[config.mk]
export PLATFORM = sky130hd
export DESIGN_NAME = sram_async_ctrl
export DESIGN_NICKNAME = d
export VERILOG_FILES = /design/src/rtl/sram_ctrl_pkg.sv /design/src/rtl/sram_phase_seq.sv /design/src/rtl/sram_strobe_gen.sv /design/src/rtl/sram_host_regs.sv /design/src/rtl/sram_async_ctrl.sv
export SDC_FILE = /design/constraint.sdc
export NUM_CORES = 1
export LEC_CHECK = 0
export CORE_MARGIN = 5
export CORE_UTILIZATION = 46
export DETAILED_ROUTE_END_ITERATION = 16
export MAX_ROUTING_LAYER = met4
export PLACE_DENSITY = 0.91
export SKIP_CTS_REPAIR_TIMING = 1
export SLEW_MARGIN = 30
export SYNTH_ARGS = -nofsm -noshare
export SYNTH_HDL_FRONTEND = slang
export SYNTH_SLANG_ARGS = --single-unit
[constraint.sdc]
create_clock -name clk -period 3 [get_ports clk]
set_input_delay 0.9 -clock clk [delete_from_list [all_inputs] [get_ports clk]]
set_output_delay 0.9 -clock clk [all_outputs]
set_load 0.02 [all_outputs]
[src/rtl/sram_ctrl_pkg.sv]
package sram_ctrl_pkg;

  typedef enum logic [2:0] {
    PH_IDLE,
    PH_READ,
    PH_WSETUP,
    PH_WPULSE,
    PH_WRECOVER,
    PH_GAP
  } phase_t;

  function automatic int ceil_div(input int ns, input int period_ns);
    return (ns + period_ns - 1) / period_ns;
  endfunction

  function automatic int max3(input int a, input int b, input int c);
    int m;
    m = (a > b) ? a : b;
    return (m > c) ? m : c;
  endfunction

  // Read strobes must cover cycle time, address access and output-enable access.
  function automatic int read_cycles(input int rc, input int aa, input int oe, input int per);
    return max3(ceil_div(rc, per), ceil_div(aa, per), ceil_div(oe, per));
  endfunction

  // The write-enable pulse alone must cover pulse width, select-to-end and data setup.
  function automatic int we_cycles(input int wp, input int cw, input int ds, input int per);
    return max3(ceil_div(wp, per), ceil_div(cw, per), ceil_div(ds, per));
  endfunction

  function automatic logic phase_selects(input phase_t ph);
    return (ph == PH_READ) || (ph == PH_WSETUP) || (ph == PH_WPULSE);
  endfunction

  function automatic logic phase_drives(input phase_t ph);
    return (ph == PH_WSETUP) || (ph == PH_WPULSE) || (ph == PH_WRECOVER);
  endfunction

endpackage

[src/rtl/sram_phase_seq.sv]
module sram_phase_seq
  import sram_ctrl_pkg::*;
#(
  parameter int RD_CYCLES  = 6,
  parameter int WE_CYCLES  = 5,
  parameter int GAP_CYCLES = 1
) (
  input  logic   clk,
  input  logic   rst_n,
  input  logic   req,
  input  logic   we,
  output phase_t phase_q,
  output phase_t phase_d,
  output logic   accept_evt,
  output logic   sample_evt
);
  localparam int MAXC  = max3(RD_CYCLES, WE_CYCLES, GAP_CYCLES);
  localparam int CNT_W = (MAXC < 2) ? 1 : $clog2(MAXC);
  localparam logic [CNT_W-1:0] RD_LAST  = CNT_W'(RD_CYCLES - 1);
  localparam logic [CNT_W-1:0] WE_LAST  = CNT_W'(WE_CYCLES - 1);
  localparam logic [CNT_W-1:0] GAP_LAST = CNT_W'(GAP_CYCLES - 1);

  logic [CNT_W-1:0] cnt_q, cnt_d;
  logic             cnt_zero;

  assign cnt_zero   = (cnt_q == '0);
  assign accept_evt = (phase_q == PH_IDLE) && req;
  assign sample_evt = (phase_q == PH_READ) && cnt_zero;

  always_comb begin
    phase_d = phase_q;
    cnt_d   = cnt_q;
    case (phase_q)
      PH_IDLE: begin
        if (req) begin
          if (we) begin
            phase_d = PH_WSETUP;
            cnt_d   = '0;
          end else begin
            phase_d = PH_READ;
            cnt_d   = RD_LAST;
          end
        end
      end
      PH_READ: begin
        if (cnt_zero) begin
          phase_d = PH_GAP;
          cnt_d   = GAP_LAST;
        end else begin
          cnt_d = cnt_q - 1'b1;
        end
      end
      PH_WSETUP: begin
        phase_d = PH_WPULSE;
        cnt_d   = WE_LAST;
      end
      PH_WPULSE: begin
        if (cnt_zero) begin
          phase_d = PH_WRECOVER;
        end else begin
          cnt_d = cnt_q - 1'b1;
        end
      end
      PH_WRECOVER: begin
        phase_d = PH_GAP;
        cnt_d   = GAP_LAST;
      end
      PH_GAP: begin
        if (cnt_zero) begin
          phase_d = PH_IDLE;
        end else begin
          cnt_d = cnt_q - 1'b1;
        end
      end
      default: begin
        phase_d = PH_IDLE;
        cnt_d   = '0;
      end
    endcase
  end

  always_ff @(posedge clk or negedge rst_n) begin
    if (!rst_n) begin
      phase_q <= PH_IDLE;
      cnt_q   <= '0;
    end else begin
      phase_q <= phase_d;
      cnt_q   <= cnt_d;
    end
  end

endmodule

[src/rtl/sram_strobe_gen.sv]
module sram_strobe_gen
  import sram_ctrl_pkg::*;
#(
  parameter int LANES = 2
) (
  input  logic             clk,
  input  logic             rst_n,
  input  phase_t           phase_d,
  input  logic [LANES-1:0] lane_en,
  output logic             ce_n,
  output logic             ce2,
  output logic             oe_n,
  output logic             we_n,
  output logic [LANES-1:0] bs_n,
  output logic             dq_oe
);
  logic             sel_d;
  logic [LANES-1:0] bs_d;

  assign sel_d = phase_selects(phase_d);

  always_comb begin
    case (phase_d)
      PH_READ:              bs_d = '0;
      PH_WSETUP, PH_WPULSE: bs_d = ~lane_en;
      default:              bs_d = '1;
    endcase
  end

  // All memory strobes leave flops so no decode glitch reaches the pins.
  always_ff @(posedge clk or negedge rst_n) begin
    if (!rst_n) begin
      ce_n  <= 1'b1;
      ce2   <= 1'b0;
      oe_n  <= 1'b1;
      we_n  <= 1'b1;
      bs_n  <= '1;
      dq_oe <= 1'b0;
    end else begin
      ce_n  <= ~sel_d;
      ce2   <= sel_d;
      oe_n  <= (phase_d != PH_READ);
      we_n  <= (phase_d != PH_WPULSE);
      bs_n  <= bs_d;
      dq_oe <= phase_drives(phase_d);
    end
  end

endmodule

[src/rtl/sram_host_regs.sv]
module sram_host_regs #(
  parameter int ADDR_W = 17,
  parameter int DATA_W = 16,
  parameter int LANES  = 2
) (
  input  logic              clk,
  input  logic              rst_n,
  input  logic              accept,
  input  logic              sample,
  input  logic [ADDR_W-1:0] in_addr,
  input  logic [DATA_W-1:0] in_wdata,
  input  logic [LANES-1:0]  in_be,
  input  logic [DATA_W-1:0] bus_in,
  output logic [ADDR_W-1:0] addr_q,
  output logic [DATA_W-1:0] wdata_q,
  output logic [LANES-1:0]  be_q,
  output logic [DATA_W-1:0] rdata_q,
  output logic              rvalid_q
);
  always_ff @(posedge clk or negedge rst_n) begin
    if (!rst_n) begin
      addr_q  <= '0;
      wdata_q <= '0;
      be_q    <= '0;
    end else if (accept) begin
      addr_q  <= in_addr;
      wdata_q <= in_wdata;
      be_q    <= in_be;
    end
  end

  always_ff @(posedge clk or negedge rst_n) begin
    if (!rst_n) begin
      rdata_q  <= '0;
      rvalid_q <= 1'b0;
    end else begin
      rvalid_q <= sample;
      if (sample) rdata_q <= bus_in;
    end
  end

endmodule

[src/rtl/sram_async_ctrl.sv]
module sram_async_ctrl
  import sram_ctrl_pkg::*;
#(
  parameter int ADDR_W        = 17,
  parameter int DATA_W        = 16,
  parameter int CLK_PERIOD_NS = 10,
  parameter int T_RC_NS       = 55,
  parameter int T_AA_NS       = 55,
  parameter int T_OE_NS       = 25,
  parameter int T_WP_NS       = 40,
  parameter int T_CW_NS       = 45,
  parameter int T_DS_NS       = 25,
  parameter int IDLE_CYCLES   = 1,
  localparam int LANES        = DATA_W / 8
) (
  input  logic              clk,
  input  logic              rst_n,
  input  logic              host_req,
  input  logic              host_we,
  input  logic [ADDR_W-1:0] host_addr,
  input  logic [DATA_W-1:0] host_wdata,
  input  logic [LANES-1:0]  host_be,
  output logic              host_busy,
  output logic [DATA_W-1:0] host_rdata,
  output logic              host_rvalid,
  output logic [ADDR_W-1:0] mem_addr,
  output logic [DATA_W-1:0] mem_dq_out,
  input  logic [DATA_W-1:0] mem_dq_in,
  output logic              mem_dq_oe,
  output logic              mem_ce_n,
  output logic              mem_ce2,
  output logic              mem_oe_n,
  output logic              mem_we_n,
  output logic [LANES-1:0]  mem_bs_n
);
  localparam int RD_CYCLES  = read_cycles(T_RC_NS, T_AA_NS, T_OE_NS, CLK_PERIOD_NS);
  localparam int WE_CYCLES  = we_cycles(T_WP_NS, T_CW_NS, T_DS_NS, CLK_PERIOD_NS);
  localparam int GAP_CYCLES = (IDLE_CYCLES < 1) ? 1 : IDLE_CYCLES;

  phase_t           phase_q, phase_d;
  logic             accept_evt, sample_evt;
  logic [LANES-1:0] be_q, lane_sel;

  sram_phase_seq #(
    .RD_CYCLES (RD_CYCLES),
    .WE_CYCLES (WE_CYCLES),
    .GAP_CYCLES(GAP_CYCLES)
  ) u_seq (
    .clk       (clk),
    .rst_n     (rst_n),
    .req       (host_req),
    .we        (host_we),
    .phase_q   (phase_q),
    .phase_d   (phase_d),
    .accept_evt(accept_evt),
    .sample_evt(sample_evt)
  );

  sram_host_regs #(
    .ADDR_W(ADDR_W),
    .DATA_W(DATA_W),
    .LANES (LANES)
  ) u_regs (
    .clk     (clk),
    .rst_n   (rst_n),
    .accept  (accept_evt),
    .sample  (sample_evt),
    .in_addr (host_addr),
    .in_wdata(host_wdata),
    .in_be   (host_be),
    .bus_in  (mem_dq_in),
    .addr_q  (mem_addr),
    .wdata_q (mem_dq_out),
    .be_q    (be_q),
    .rdata_q (host_rdata),
    .rvalid_q(host_rvalid)
  );

  // Strobes for the first write cycle are built from the request itself.
  assign lane_sel = accept_evt ? host_be : be_q;

  sram_strobe_gen #(
    .LANES(LANES)
  ) u_strobe (
    .clk    (clk),
    .rst_n  (rst_n),
    .phase_d(phase_d),
    .lane_en(lane_sel),
    .ce_n   (mem_ce_n),
    .ce2    (mem_ce2),
    .oe_n   (mem_oe_n),
    .we_n   (mem_we_n),
    .bs_n   (mem_bs_n),
    .dq_oe  (mem_dq_oe)
  );

  assign host_busy = (phase_q != PH_IDLE);

endmodule

Word-level counts from Yosys, hierarchy flattened
Cells that the tools add are included.
- add/subtract/negate cells: 1
- equality and inequality tests: 13
- mux-type cells: 13
- bitwise operators: 2
- reduce and logical (&&, ||, !) cells: 12
- operators with widths (cell ; count):
    2-to-1 mux 3 bit ; 8
    one-hot mux 3 bit (6 select lines) ; 1
    == test 3 x 2 -> 1 bit (second input constant) ; 4
    one-hot mux 3 bit (4 select lines) ; 1
    == test 3 bit (second input constant) ; 3
    == test 3 x 1 -> 1 bit (second input constant) ; 2
    logical NOT 3 bit ; 2
    logical OR 1 bit ; 4
    2-to-1 mux 2 bit ; 2
    inequality test 2 bit (second input constant) ; 2
    one-hot mux 2 bit (2 select lines) ; 1
    OR reduction 2 bit ; 2
    inequality test 3 x 1 -> 1 bit (second input constant) ; 1
    inequality test 3 x 2 -> 1 bit (second input constant) ; 1
    nonzero test 3 bit ; 1
    subtractor 3 x 1 -> 3 bit (second input constant) ; 1
    logical AND 1 bit ; 2
    inverter 2 bit ; 1
    AND reduction 2 bit ; 1
    inverter 1 bit ; 1
- flip-flop bits (word level): 65
- bits of input ports: 55
- output and inout port bits: 58

Logic depth before layout (Yosys ltp)
Gate-level depths: netlist of run 1.
- word-level depth: 7
- gate-level depth with buffers: 7
- depth with buffers taken out: 6

Cells and area by module
Synthesis of run 1 repeated with hierarchy kept, for this count alone.
- cells, all modules: 176
- area, all modules: 2837.7 µm²
- by module, submodules not included (module ; instances ; cells each ; area each (µm²) ; sequential area each (µm²)):
    sram_host_regs ; 1 ; 109 ; 2119.5 ; 1301.2
    sram_phase_seq ; 1 ; 46 ; 437.9 ; 150.1
    sram_strobe_gen ; 1 ; 18 ; 251.5 ; 181.4
    sram_async_ctrl ; 1 ; 3 ; 28.8 ; 0.0

Worst setup path before layout of run 1
No wires, ideal clock.
- kind: input to register
- start point: input host_req
- end point: register u_regs.addr_q[10]
- library setup time: 0.125 ns
- data arrival time: 1.829 ns
- required time: 2.875 ns
- setup slack: 1.046 ns
- stages on the path: 4
- path buffers: 2
- path through: nor4b_1 -> buf_2 -> buf_4 -> mux2_2
- cells in the longest elaborated chain, start to end: 1
- ends and longest elaborated chain (element ; RTL line ; text):
    from (decl) ; sram_async_ctrl.sv:18 ; input logic host_req,
    logical AND 1 bit ; sram_phase_seq.sv:27 ; assign accept_evt = (phase_q == PH_IDLE) && req;
    to (signal assigned) ; sram_host_regs.sv:26 ; addr_q <= in_addr;
    to (decl) ; sram_host_regs.sv:14 ; output logic [ADDR_W-1:0] addr_q,
No other way between the ends.
A chain may end at the register's enable or synchronous reset.

Worst setup path in the final report of run 1
- start point: register u_seq.phase_q[0]
- end point: output host_busy
- cells in the longest elaborated chain, start to end: 1
- ends and longest elaborated chain (element ; RTL line ; text):
    from (decl) ; sram_phase_seq.sv:12 ; output phase_t phase_q,
    from (signal assigned) ; sram_phase_seq.sv:87 ; phase_q <= phase_d;
    nonzero test 3 bit ; sram_async_ctrl.sv:97 ; assign host_busy = (phase_q != PH_IDLE);
    to (decl) ; sram_async_ctrl.sv:23 ; output logic host_busy,
No other way between the ends.

==> results of run 1 <==
worst max-delay path by stage:
stage | start | endpoint | slack (ns) | depth (start not counted)
2_1_floorplan | host_req | u_regs.addr_q[10] | 1.05 | 4
3_3_place_gp | host_req | u_strobe.bs_n[0] | 0.45 | 6
3_5_place_dp | host_req | u_strobe.bs_n[1] | 0.30 | 6
4_1_cts | u_seq.phase_q[0] | host_busy | 0.25 | 2
5_1_grt | u_seq.phase_q[0] | host_busy | 0.19 | 2
6_report | u_seq.phase_q[0] | host_busy | 0.26 | 2
power groups by stage:
stage	sequential [W]	clock, W	combinational, W
floorplan	0.00206	0	0.000997
global placement	0.00157	0	0.00249
detailed placement	0.00160	0	0.00255
CTS	0.00159	0.000786	0.00257
global route	0.00165	0.000831	0.00270
finish	0.00158	0.000768	0.00254
flip-flops by register name (all words and copies together), names as in the netlist:
name,cells
u_regs.addr_q,17
u_regs.be_q,2
u_regs.rdata_q,16
u_regs.rvalid_q,1
u_regs.wdata_q,16
u_seq.cnt_q,3
u_seq.phase_q,3
u_strobe.bs_n,2
u_strobe.ce2,1
u_strobe.ce_n,1
u_strobe.dq_oe,1
u_strobe.oe_n,1
u_strobe.we_n,1
per-stage QoR:
step | setup slack [ns] | utilization
2_1_floorplan | 1.05 | -
6_report | 0.257 | 0.729
3_5_place_dp | 0.300 | 0.692
4_1_cts | 0.247 | 0.729
5_1_grt | 0.189 | 0.729
3_3_place_gp | 0.451 | 0.692
cell families (layout without fill, tap and decap cells):
logic type | count (synthesis) | after routing | synth area share
muxes | 52 | 52 | 0.229
buffers and inverters | 20 | 141 | 0.0419
DFF | 65 | 65 | 0.607
adders and majority gates | 2 | 2 | 0.00930
and+or+nand+nor | 30 | 30 | 0.0674
AOI/OAI and AO/OA | 18 | 18 | 0.0451
final cells by class:
class,count,area [µm²],area share
clock buffer,14,173,0.0423
multi-input combinational,102,951,0.233
tap,72,90.1,0.0220
timing repair buffer,116,1170,0.287
clock inverter,2,35.0,0.00857
inverter,9,33.8,0.00827
sequential,65,1630,0.400
worst min-delay path, stage by stage, from the launching register on:
cell     delay [ns]
dfrtp_1        0.32
mux2i_1        0.08
inv_1          0.06
routing by layer:
metal	share of wire	global-route usage	up-vias
li1	-	-	887
met1	0.40	0.222	931
met2	0.51	0.326	77
met3	0.082	0.0637	7
met4	0.0079	0.0595	0
met5	0	-	-
layout by cell type (no fill, tap or decap):
cell	count
clkbuf_8	12
nand2_1	11
buf_12	2
inv_1	9
and2b_2	1
o21ai_0	4
clkbuf_1	2
mux2_2	41
clkdlybuf4s50_1	111
or3_1	3
a211oi_1	3
ha_1	2
nor4b_2	1
o21bai_1	1
nor2_1	4
mux2i_1	2
a21oi_1	4
nand3b_4	1
and3b_2	1
and3b_1	1
nor3b_1	1
or3b_2	1
nand4b_1	1
buf_4	2
o32ai_1	3
clkinv_2	1
dfrtp_1	60
nand3_1	1
dfstp_2	5
bufinv_16	1
o31ai_1	1
buf_2	1
a31oi_1	1
o2111a_1	1
nor3_1	2
and4b_1	1
mux2_4	9
==> results.toml, run 1 <==
[critical_path]
cp_top_family = "buffers and inverters"
start_kind = "register"
worst-path-buf-inv = 1
max_stage_delay_ns = 0.56
worstPathRequired_ns = 2.10
timing_worst_setup_path_type = "reg -> out"
reg2reg_to = "u_regs.rdata_q[12]"
rrSetupSlack_ns = 0.83
slowest_stage = "clkdlybuf4s50_1"
endpoint_kind = "primary output"
crit_arrival_ns = 1.84
reg2reg_depth = 5
cp_max_fo = 13
crit_chain = "or3_1 -> clkdlybuf4s50_1"
r2r-start = "u_seq.cnt_q[0]"

[timing]
setup_viol = 0
finClkSkew_ns = 0.00591
slew_headroom = 0.377
timing.final.crit_share = 0.914
rsz0062_at_grt = "no"
drv_slew = 0
fmax_mhz = 365
holdWs_ns = 0.500
tns_ns = 0
worst_pin_slew_ns = 0.935
hold_viol_final = 0
fin_crit_ns = 2.74

[power]
power-per-cell-area_nw_per_um2 = 1200
switchingPower_w = 0.00175
combPwrFrac = 0.519
irDropWorstVdd_mv = 0.678
p_leak_nw = 1.76
switching_share = 0.358
pwr-share-clk = 0.157
internal_power_w = 0.00314
power_w = 0.00489
seqPwrFrac = 0.324

[place]
place_congestion = 0.872
dpl_cell_area_um2 = 3880
place_inst = 364
place.detailed.hpwl_mm = 4.86
port-buffer-count = 112

[global_routing]
grt_usage = 0.195
grt_first_pass_wirelength_mm = 10.7
grt_overflow = 0
grt_max_degree = 43
grt_pass1_vias = 2110
antenna_found_initial = 0

[synthesis]
syn_avg_cell_area_um2 = 14.4
syn_area_um2 = 2690
synth_common_cells = "dfrtp_1, mux2_2, nand2_1"
synth_cells = 187
syn_nets = 244
yosys_warnings = 0
synth_seq_cells = 65
synth.distinct_cells = 35
synth_area_leader_cell = "dfrtp_1"
ys_seq_area_frac = 0.607
ys_top_cells_by_area = "dfrtp_1, mux2_2, mux2_4"
synth_edf_count = 0
netlist.area_leader.share = 0.558
yosys_most_used_dff = "dfrtp_1"
yosysMostFrequentCell = "dfrtp_1"
async_flop_share = 1.00

[min_path]
hold_end = "u_regs.be_q[1]"
hp-class = "reg -> reg"
hold-path-cell-count = 2
hold_start = "u_regs.be_q[1]"

[clock_network]
cts_tree = "built"
clockBufferDepth = 2
cts_sinks = 65
htree_levels = 3
clkSlewWorstSetupHoldPaths_ns = 0.07
root_buffer = "clkbuf_8"
cts_buffers = 9
insertion_delay_ns = 0.33

[drt]
ant_nets = 0
drtIter0Drc = 78
drt-total-wl_mm = 6.60
vias = 1902
drt-pass1-iter-count = 4
remaining_drc_errors = 0
routed_via_density = 5.01
wl_per_cell_um = 17.4

[final_layout]
finalInstanceArea_um2 = 4090
fin_nets = 360
finalNonFillerCells = 380
insertedDiodeCount = 0
num-fill-cells = 400
drive_gt1_frac = 0.256
syn2layout_area_growth_pct = 51.9

[floorplan]
io_pins = 113
dieArea_um2 = 7480
dieWidth_um = 86.5
placementRows = 27
coreArea_um2 = 5610
initial_utilization = 0.480
fp.dieH_um = 86.5

[outcome]
status = "finished clean"

[job]
drv_cap = 0
Note: power is estimated with default switching activity, not from simulation.
==> run 2: changes to the inputs <==
CORE_UTILIZATION = 47   (was 46)
SYNTH_HIERARCHICAL = 1   (was not set)
==> run 2 against run 1 <==
Area after synthesis rose by 5.5%. Synthesized cell count fell by 5.9%. Die area rose by 2.9%. Design area rose by 3.0%. Critical path depth did not move. Non-clock buffer count did not move. Register-to-register slack improved by 0.17 ns. Sequential power rose by 3%. Largest cell class unchanged. Highest routed layer unchanged.
==> results.toml, run 2 <==
[critical_path]
crit_arrival_ns = 1.82
start_kind = "register"
worst-path-buf-inv = 1
r2r-start = "u_seq/cnt_q[0]"
worstPathRequired_ns = 2.10
slowest_stage = "dfrtp_1"
max_stage_delay_ns = 0.54
crit_chain = "or3_1 -> clkdlybuf4s50_1"
endpoint_kind = "primary output"
cp_max_fo = 13
cp_top_family = "flip-flops"
worstSetupStartpoint = "u_seq/phase_q[1]"
timing_worst_setup_path_type = "reg -> out"

[floorplan]
fp.dieH_um = 87.7
dieArea_um2 = 7690
placementRows = 28
dieWidth_um = 87.7
io_pins = 113
initial_utilization = 0.482
coreArea_um2 = 5890

[synthesis]
synth_cells = 176
synth.distinct_cells = 36
yosys_most_used_dff = "dfrtp_1"
synth_common_cells = "dfrtp_1, mux2_4, mux2_2"
yosys_warnings = 6
ys_top_cells_by_area = "dfrtp_1, mux2_4, mux2_2"
ys_seq_area_frac = 0.575
synth_edf_count = 0
syn_avg_cell_area_um2 = 16.1
syn_area_um2 = 2840
syn_nets = 233
synth_seq_cells = 65
netlist.area_leader.share = 0.529
async_flop_share = 1.00
yosysMostFrequentCell = "dfrtp_1"
synth_area_leader_cell = "dfrtp_1"

[clock_network]
cts_buffers = 9
clkSlewWorstSetupHoldPaths_ns = 0.06
root_buffer = "clkbuf_8"
cts_sinks = 65
insertion_delay_ns = 0.32
clockBufferDepth = 2
htree_levels = 3
cts_tree = "built"

[timing]
drv_slew = 0
timing.final.crit_share = 0.907
hold_viol_final = 0
slew_headroom = 0.497
rsz0062_at_grt = "no"
tns_ns = 0
fin_crit_ns = 2.72
setup_viol = 0
holdWs_ns = 0.494
finClkSkew_ns = 0.00858
fmax_mhz = 368
worst_pin_slew_ns = 0.755

[place]
place.detailed.hpwl_mm = 4.77
place_congestion = 0.820
port-buffer-count = 112
dpl_cell_area_um2 = 4000

[power]
power-per-cell-area_nw_per_um2 = 1220
p_leak_nw = 1.81
irDropWorstVdd_mv = 0.718

[final_layout]
finalInstanceArea_um2 = 4210
num-fill-cells = 399
insertedDiodeCount = 0
syn2layout_area_growth_pct = 48.4
fin_nets = 352
largest_register = "u_regs/addr_q"
layout_commonest_cell = "clkdlybuf4s50_1"
final_cell_mix = "clkdlybuf4s50_1, dfrtp_1, mux2_4, mux2_2, clkbuf_8"
largest_register_ffs = 17
top_regs = "u_regs/addr_q (17), u_regs/rdata_q (16), u_regs/wdata_q (16)"
drive_gt1_frac = 0.297

[outcome]
status = "finished clean"

[global_routing]
grt_max_degree = 34
grt_overflow = 0
grt_pass1_vias = 1968
antenna_found_initial = 0
grt_first_pass_wirelength_mm = 9.65
grt_usage = 0.172

[drt]
ant_nets = 0
wl_per_cell_um = 16.8
drt-total-wl_mm = 6.31
vias = 1834
routed_via_density = 4.89
drtIter0Drc = 21
remaining_drc_errors = 0
drt-pass1-iter-count = 4

[min_path]
hp-class = "reg -> reg"
hold_start = "u_seq/cnt_q[1]"

[job]
drv_cap = 0
[run 2: cell count changes after synthesis, moves of 3 or more]
| cell | delta |
|---|---|
| buf_6 | +3 |
| a211oi_1 | -3 |
| inv_1 | -4 |
| o21ai_0 | -3 |
| clkbuf_1 | -3 |
| nand2_1 | -6 |
| mux2_2 | -27 |
| o32ai_1 | -3 |
| mux2_4 | +31 |
| o21ai_2 | +3 |
[run 2: logic make-up after synthesis]
family | after synthesis | synth area share
XOR/XNOR | 1 | 0.00309
AND/OR/NAND/NOR | 21 | 0.0454
adder cells (fa/ha/maj) | 2 | 0.00882
multiplexers | 54 | 0.267
buffers and inverters | 13 | 0.0463
flip-flops | 65 | 0.575
AO/OA/AOI/OAI | 20 | 0.0538
[run 2: power by group]
group          switching [W]  internal (W)  leakage (nW)
logic                0.00121       0.00155         0.938
registers           0.000282       0.00135         0.771
clock network       0.000304      0.000452         0.107
total                0.00179       0.00335          1.81
[run 2: worst paths after layout]
kind / to / slack (ns) / cells past startpoint
max: host_busy / 0.28 / 2
min: u_seq/cnt_q[1] / 0.49 / 2
max reg2reg: u_strobe/dq_oe / 1.00 / 5
min reg2reg: u_seq/cnt_q[1] / 0.49 / 2
max in group asynchronous: u_regs/rdata_q[11] / 1.73 / 2
min in group asynchronous: u_regs/wdata_q[2] / 0.64 / 1
[run 2: layout make-up]
type / instances / area, µm² / area share
repair buffers: 116 / 1170 / 0.278
well taps: 75 / 93.8 / 0.0223
clock buffers: 14 / 173 / 0.0410
multi-input cells: 98 / 1090 / 0.258
flip-flops and latches: 65 / 1630 / 0.388
inverters: 5 / 18.8 / 0.00446
clock inverters: 2 / 35.0 / 0.00832
[run 2: worst register-to-register path, cell delays in order (launching register included)]
cell and delay, ns:
dfrtp_1 0.40, inv_1 0.09, ha_1 0.24, nand3b_2 0.16, o21ai_0 0.59, mux2_2 0.41
[run 2: through the flow]
step	setup slack, ns	util	std cells	power (W)
after floorplan	1.14	-	176	0.00337
after global placement	0.489	0.680	359	0.00433
after detailed placement	0.423	0.680	359	0.00442
after CTS	0.253	0.715	375	0.00521
after global routing	0.196	0.715	375	0.00543
final	0.280	0.715	375	0.00514
[run 2: metal layers]
metal,vias up,track usage,part of all wire
met5,-,-,0
met4,0,0.0767,0.018
met3,9,0.0480,0.075
met2,78,0.273,0.48
met1,890,0.205,0.42
li1,857,-,-
